## src/rtl/bsh_pkg.sv

```systemverilog
package bsh_pkg;

  // Control carried from execute into the memory stage
  typedef struct packed {
    logic amt_hi;  // top distance bit, applied in memory stage
    logic right;   // result must be mirrored back
    logic fill;    // value entering vacated positions
  } bsh_ctl_t;

endpackage

```

## src/rtl/bsh_rev.sv

```systemverilog
module bsh_rev #(
  parameter int W = 32
) (
  input  logic         en,
  input  logic [W-1:0] d,
  output logic [W-1:0] q
);
  logic [W-1:0] mirrored;

  for (genvar i = 0; i < W; i++) begin : g_bit
    assign mirrored[i] = d[W-1-i];
  end

  assign q = en ? mirrored : d;
endmodule

```

## src/rtl/bsh_layer.sv

```systemverilog
module bsh_layer #(
  parameter int W     = 32,
  parameter int SEL_W = 2,
  parameter int STEP  = 1
) (
  input  logic [W-1:0]     d,
  input  logic [SEL_W-1:0] sel,
  input  logic             fill,
  output logic [W-1:0]     q
);
  localparam int SH_W = $clog2(W) + 1;

  logic [SH_W-1:0] sh;
  logic [W-1:0]    keep_mask;

  always_comb begin
    sh        = SH_W'(sel) * SH_W'(STEP);
    keep_mask = {W{1'b1}} << sh;
    q         = (d << sh) | (fill ? ~keep_mask : '0);
  end
endmodule

```

## src/rtl/bsh_ex_stage.sv

```systemverilog
module bsh_ex_stage #(
  parameter int W    = 32,
  parameter int LO_W = 4
) (
  input  logic [W-1:0]    operand,
  input  logic [LO_W-1:0] amt_lo,
  input  logic            right,
  input  logic            fill,
  output logic [W-1:0]    mid
);
  localparam int NGRP = (LO_W + 1) / 2;

  logic [W-1:0] chain [NGRP+1];

  bsh_rev #(.W(W)) u_rev_in (
    .en (right),
    .d  (operand),
    .q  (chain[0])
  );

  for (genvar g = 0; g < NGRP; g++) begin : g_grp
    localparam int BASE = 2 * g;
    localparam int GW   = (BASE + 2 <= LO_W) ? 2 : 1;
    bsh_layer #(.W(W), .SEL_W(GW), .STEP(1 << BASE)) u_layer (
      .d    (chain[g]),
      .sel  (amt_lo[BASE+GW-1:BASE]),
      .fill (fill),
      .q    (chain[g+1])
    );
  end

  assign mid = chain[NGRP];
endmodule

```

## src/rtl/bsh_pipe.sv

```systemverilog
module bsh_pipe
  import bsh_pkg::*;
#(
  parameter int W = 32
) (
  input  logic         clk,
  input  logic         rst_n,
  input  logic         ex_run,
  input  logic         ex_is_shift,
  input  logic [W-1:0] ex_operand,
  input  logic [W-1:0] ex_amount_src,
  input  logic         ex_shift_left,
  input  logic         ex_arith,
  output logic [W-1:0] mem_result
);
  localparam int AMT_W = $clog2(W);
  localparam int LO_W  = AMT_W - 1;

  // ---------------- execute stage ----------------
  logic [AMT_W-1:0] ex_amt;
  logic             ex_right;
  logic             ex_fill;
  logic [W-1:0]     ex_mid;
  logic             ex_cap;

  assign ex_amt   = ex_amount_src[AMT_W-1:0];
  assign ex_right = ~ex_shift_left;
  assign ex_fill  = ex_arith & ex_right & ex_operand[W-1];
  assign ex_cap   = ex_run & ex_is_shift;

  bsh_ex_stage #(.W(W), .LO_W(LO_W)) u_ex (
    .operand (ex_operand),
    .amt_lo  (ex_amt[LO_W-1:0]),
    .right   (ex_right),
    .fill    (ex_fill),
    .mid     (ex_mid)
  );

  // ---------------- stage register ----------------
  logic [W-1:0] mid_q, mid_d;
  bsh_ctl_t     ctl_q, ctl_d;

  always_comb begin
    mid_d = mid_q;
    ctl_d = ctl_q;
    if (ex_cap) begin
      mid_d        = ex_mid;
      ctl_d.amt_hi = ex_amt[AMT_W-1];
      ctl_d.right  = ex_right;
      ctl_d.fill   = ex_fill;
    end
  end

  always_ff @(posedge clk or negedge rst_n) begin
    if (!rst_n) begin
      mid_q <= '0;
      ctl_q <= '0;
    end else begin
      mid_q <= mid_d;
      ctl_q <= ctl_d;
    end
  end

  // ---------------- memory stage ----------------
  logic [W-1:0] mem_shifted;

  bsh_layer #(.W(W), .SEL_W(1), .STEP(1 << LO_W)) u_mem_layer (
    .d    (mid_q),
    .sel  (ctl_q.amt_hi),
    .fill (ctl_q.fill),
    .q    (mem_shifted)
  );

  bsh_rev #(.W(W)) u_rev_out (
    .en (ctl_q.right),
    .d  (mem_shifted),
    .q  (mem_result)
  );

  // ---------------- assertions ----------------

  hold_on_stall_chk: assert property (@(posedge clk) disable iff (!rst_n)
    !ex_cap |=> $stable(mem_result));


  zero_amt_pass_chk: assert property (@(posedge clk) disable iff (!rst_n)
    (ex_cap && ex_amt == '0) |=> mem_result == $past(ex_operand));


  logical_right_msb_chk: assert property (@(posedge clk) disable iff (!rst_n)
    (ex_cap && !ex_shift_left && !ex_arith && ex_amt != '0) |=> !mem_result[W-1]);


  arith_right_sign_chk: assert property (@(posedge clk) disable iff (!rst_n)
    (ex_cap && !ex_shift_left && ex_arith) |=> mem_result[W-1] == $past(ex_operand[W-1]));


  left_lsb_zero_chk: assert property (@(posedge clk) disable iff (!rst_n)
    (ex_cap && ex_shift_left && ex_amt != '0) |=> !mem_result[0]);


  reset_zero_chk: assert property (@(posedge clk)
    !rst_n |-> mem_result == '0);
endmodule

```

## config.mk

```make
export PLATFORM = sky130hd
export DESIGN_NAME = bsh_pipe
export DESIGN_NICKNAME = d
export VERILOG_FILES = /design/src/rtl/bsh_pkg.sv /design/src/rtl/bsh_rev.sv /design/src/rtl/bsh_layer.sv /design/src/rtl/bsh_ex_stage.sv /design/src/rtl/bsh_pipe.sv
export SDC_FILE = /design/constraint.sdc
export NUM_CORES = 1
export LEC_CHECK = 0
export ABC_AREA = 1
export CORE_MARGIN = 4
export CORE_UTILIZATION = 50
export CTS_BUF_LIST = sky130_fd_sc_hd__clkbuf_2 sky130_fd_sc_hd__clkbuf_4 sky130_fd_sc_hd__clkbuf_8
export CTS_CLUSTER_SIZE = 16
export DETAILED_ROUTE_END_ITERATION = 8
export PLACE_DENSITY = 0.9
export SYNTH_ARGS = -nofsm -noshare
export SYNTH_HDL_FRONTEND = slang
export SYNTH_SLANG_ARGS = --single-unit
```

## constraint.sdc

```tcl
create_clock -name clk -period 1.8 [get_ports clk]
set_clock_uncertainty 0.15 [all_clocks]
set_input_delay 0.45 -clock clk [delete_from_list [all_inputs] [get_ports clk]]
set_output_delay 0.45 -clock clk [all_outputs]
set_load 0.005 [all_outputs]
```

**Word level (Yosys, flattened, before mapping)**

Cells that the tools add are included.
W data, S select, Z words.

- Logic and storage cells: 25
- Flip-flop bits (word level): 35
- Output and inout port bits: 32
- Input port bits: 70

- Mux-type cells: 5
- Shifts and indexed selects: 6
- Bitwise operators: 10

Operator list:

| operator | number |
|---|---|
| $mux W32 | 5 |
| $not A32 Y32 | 3 |
| $or A32 B32 Y32 | 3 |
| $shl A32 B2 Y32 | 1 |
| $shl A32 B2 Y32 const A | 1 |
| $shl A32 B4 Y32 | 1 |
| $shl A32 B4 Y32 const A | 1 |
| $shl A32 B5 Y32 | 1 |
| $shl A32 B5 Y32 const A | 1 |
| $and A1 B1 Y1 | 3 |
| $not A1 Y1 | 1 |

**Logic depth before layout (Yosys ltp)**

- Word-level depth: 7
- Gate-level depth with buffers: 12
- Depth with buffers taken out: 11

**Modules after synthesis**

From an unflattened synthesis, not the netlist that was laid out.

- Cell total of the unflattened synthesis: 852
- Area, all modules: 4634.4 sq um

By module, submodules not included:

| module | instances | cells an instance | area each (sq um) |
|---|---|---|---|
| bsh_pipe | 1 | 150 | 1451.4 |
| bsh_rev | 2 | 104 | 494.2 |
| bsh_layer at u_ex.g_grp[0].u_layer | 1 | 207 | 953.4 |
| bsh_layer at u_ex.g_grp[1].u_layer | 1 | 199 | 859.6 |
| bsh_layer at u_mem_layer | 1 | 88 | 381.6 |

**Least setup slack after synthesis**

No wires, ideal clock.

- Kind: register to output
- Start: register ctl_q[2] (netlist name)
- End: output mem_result[13]
- Data required time: 1.200 ns
- Data arrival time: 1.056 ns
- Buffers on the path: 2
- Cell stages (with the launch flop): 6
- Slack: 0.144 ns
- Path through: dfrtp_1 clkbuf_1 buf_2 nand2_1 o21ai_0 o21ai_0

- Word-level cells in the longest chain between the ends: 5

Ends and longest elaborated chain:

| element | RTL line | RTL |
|---|---|---|
| start, declared | bsh_pipe.sv:41 | `bsh_ctl_t ctl_q, ctl_d;` |
| start signal, assigned | bsh_pipe.sv:60 | `ctl_q <= ctl_d;` |
| $shl A32 B5 Y32 | bsh_layer.sv:18 | `keep_mask = {W{1'b1}} << sh;` |
| $not A32 Y32 | bsh_layer.sv:19 | `q = (d << sh) \| (fill ? ~keep_mask : '0);` |
| $mux W32 | bsh_layer.sv:19 |  |
| $or A32 B32 Y32 * | bsh_layer.sv:19 |  |
| $mux W32 * | bsh_rev.sv:14 | `assign q = en ? mirrored : d;` |
| end, declared | bsh_pipe.sv:14 | `output logic [W-1:0] mem_result` |

Every way passes the cells marked *; elsewhere a longest branch is shown, timed or not.

**Final worst setup path**

- Start: register ctl_q[2] (netlist name)
- End: output mem_result[15]

The elaborated chain is that of the path after synthesis.

==> impl_summary.txt <==
----------------------------------------------------
[Outcome]
  Outcome ... finished with violations
  Violated checks ... setup timing

[Clock network]
  Clock network latency to the later pin of the worst-skew pair ... 0.29 ns
  Clock root buffer ... sky130_fd_sc_hd__clkbuf_8
  Clock slew seen by the registers of the worst setup and hold paths ... 0.07 ns
  Number of buffers on the longest clock path ... 2
  Deepest level of the CTS H-tree ... 2
  Clock net sink count ... 35
  Clock buffers created by TritonCTS ... 5
  Clock tree from TritonCTS ... yes
  Number of buffers added to fix hold violations after cts ... 0

[Synthesis]
  Average instance area after synthesis ... 5.69 um^2
  Flops & latches, synth ... 35
  Net count after synthesis ... 716
  Post-synth EDFFs ... 0
  Warnings from Yosys ... 0
  Proportion of register bits with asynchronous set or reset after synthesis ... 100%
  Portion of the post-synthesis area used by sequential elements ... 23.8%
  Main synth FF type ... sky130_fd_sc_hd__dfrtp_1
  Combined area of all synthesized cells ... 3680 um^2
  Post-Syn Instances ... 646
  Number of different library cells in the post-synthesis netlist ... 21

[Worst setup path]
  Launching element type of the critical path ... register
  Category of the worst setup path capture point ... primary output
  Startpoint-to-endpoint class of the critical path ... reg -> out
  Arrival @ worst endpoint ... 1.68 ns
  Required time at the worst-slack endpoint ... 1.20 ns
  Number of cell instances on the worst register-to-register path ... 4
  Flop-to-flop setup slack ... 0.55 ns
  Worst-path fanout max ... 7

[Floorplanning]
  Core outline area ... 7210 um^2
  Chip width ... 93.8 um
  Die area ... 8790 um^2
  Core Rows ... 31
  Ports ... 102
  Initial core utilization ... 51.0%
  Vertical extent of the die ... 93.8 um

[Pwr]
  Overall power after layout ... 3.62 mW
  Leakage component of the power ... 2.47 nW
  Maximum vdd drop ... 0.297 mV
  Power density over the cells ... 688 nW/um^2

[Finish]
  Diodes inserted ... 0
  Most common cell after layout, fill and taps aside ... sky130_fd_sc_hd__nand3_1
  Fillcell total ... 588
  Fraction of layout cells with a size suffix above 1 ... 22.3%
  Commonest cells after routing, fill and taps aside ... sky130_fd_sc_hd__nand3_1, sky130_fd_sc_hd__nand2_1, sky130_fd_sc_hd__clkdlybuf4s50_1
  Total non-filler cell area in the finished layout ... 5260 um^2
  Final #Nets ... 804
  Fin util ... 72.9%
  Area grow syn2layout ... 43.0%

[Route]
  DRC marker count from the first detailed-route iteration ... 621
  Vias/cell ... 6.16
  Initial DRT Pass Iterations ... 8
  Detailed-route via count ... 5,141
  Wire length per cell after detailed routing ... 17.9 um
  Remaining routing DRC violations ... 0
  Count of nets left with antenna violations after detail routing ... 0
  Total wire length after detailed routing ... 15.0 mm

[Timing]
  Endpoints failing hold ... 0
  Final Setup Violations ... 32
  Worst slew margin relative to its limit ... 77.6%
  Worst Hold Slack ... 0.366 ns
  Shortest period the worst path allows ... 2.28 ns
  Share of the cycle needed by the critical path after routing ... 127%
  RSZ-0062 raised after global routing ... true
  Fmax ... 439 MHz
  Transition time at the pin with the least slew margin ... 0.335 ns
  Pins over their slew limit ... 0
  Setup WS post-layout ... -0.478 ns

[Placement]
  Placer Congestion ... 1.03
  Count of buffers from port buffering ... 74
  DPL Wire Length ... 9.71 mm
  Cell area reported after detailed placement ... 4710 um^2
  Worst slack at placement ... -0.502 ns

[Global route]
  Gr ovfl total ... 0
  Wire length of the first global-routing pass ... 22.1 mm
  Initial antenna violation count ... 0
  Maximum number of pins on one net before global-route repair ... 36
  Global-route total usage across every layer ... 31.3%
  Vias in the first global route ... 4,577

[Hold path]
  Min-delay worst type ... in -> async

[Run]
  Max-capacitance violation count ... 0

----------------------------------------------------
==> layer usage <==
metal  GRT usage (%)  share of wire [%]  wire length (um)
met4            14.1                5.2               774
met3            3.69                8.8              1320
met5               0                  0                 0
met1            40.5                 39              5820
met2            52.0                 47              7040
==> where the power goes <==
| group | internal, mW | switching (mW) | total (mW) |
|---|---|---|---|
| Sequential | 0.913 | 0.125 | 1.04 |
| Combinational | 0.863 | 1.13 | 2.00 |
| Clock | 0.285 | 0.299 | 0.585 |
| Total | 2.06 | 1.56 | 3.62 |
==> worst max-delay path: stages (launching register included) <==
cell and delay, ns:
sky130_fd_sc_hd__dfrtp_2 0.51, sky130_fd_sc_hd__nand2_4 0.13, sky130_fd_sc_hd__buf_12 0.17, sky130_fd_sc_hd__buf_8 0.13, sky130_fd_sc_hd__o21ai_4 0.05, sky130_fd_sc_hd__nand2_1 0.09
sky130_fd_sc_hd__o21ai_1 0.14, sky130_fd_sc_hd__buf_2 0.16
==> sequential cells by signal, summed over array words and instances (netlist names) <==
| register | cells |
|---|---|
| ctl_q | 3 |
| mid_q | 32 |
==> worst paths after layout <==
path / from / endpoint
worst max register to register: ctl_q[2] / ctl_q[2]
max in group asynchronous: rst_n / mid_q[30]
worst min-delay path: rst_n / mid_q[1]
worst max-delay path: ctl_q[2] / mem_result[15]
min in group clk: mid_q[16] / mid_q[16]
worst min register to register: mid_q[16] / mid_q[16]
==> Yosys cell counts, types with 2 or more instances <==
cell type / number / area [um^2]
sky130_fd_sc_hd__nand3_1: 197 / 986
sky130_fd_sc_hd__nand2_1: 187 / 702
sky130_fd_sc_hd__o21ai_0: 67 / 335
sky130_fd_sc_hd__nor2_1: 41 / 154
sky130_fd_sc_hd__dfrtp_1: 35 / 876
sky130_fd_sc_hd__inv_1: 30 / 113
sky130_fd_sc_hd__a21oi_1: 18 / 90.1
sky130_fd_sc_hd__buf_2: 17 / 85.1
sky130_fd_sc_hd__clkbuf_1: 17 / 63.8
sky130_fd_sc_hd__buf_1: 6 / 22.5
sky130_fd_sc_hd__buf_6: 6 / 67.6
sky130_fd_sc_hd__a22oi_1: 5 / 37.5
sky130_fd_sc_hd__nand4_1: 5 / 31.3
sky130_fd_sc_hd__o211ai_1: 4 / 30.0
sky130_fd_sc_hd__inv_2: 3 / 11.3
sky130_fd_sc_hd__nand2_2: 2 / 12.5
sky130_fd_sc_hd__nand3_2: 2 / 20.0
==> cell families after synthesis <==
kind of cell	Yosys count	synth area share [%]
simple gates	435	52.0
buf+inv	81	10.6
flops	35	23.8
compound gates	95	13.6
==> per-stage QoR <==
step                TNS (ns)  instances
global placement      -19.17        817
global route          -11.77        834
finish                -10.80        834
detailed placement    -22.42        817
CTS                    -9.13        832
floorplan                  0        646
==> layout make-up <==
type | instances | area [um^2] | share of cell area, %
Sequential cell | 35 | 877 | 16.7
Timing Repair Buffer | 128 | 1240 | 23.6
Clock inverter | 2 | 12.5 | 0.238
Inverter | 34 | 140 | 2.66
Clock buffer | 6 | 76.3 | 1.45
Tap cell | 99 | 124 | 2.35
Multi-Input combinational cell | 530 | 2790 | 53.0
==> what timing repair did <==
action | in CTS | in global routing
setup endpoints to repair | 63 | 54
pin swaps | 18 | 9
gates cloned | 4 | 2
setup buffers | 3 | 0
gates resized for setup | 226 | 62
Note: power is estimated with default switching activity, not from simulation.
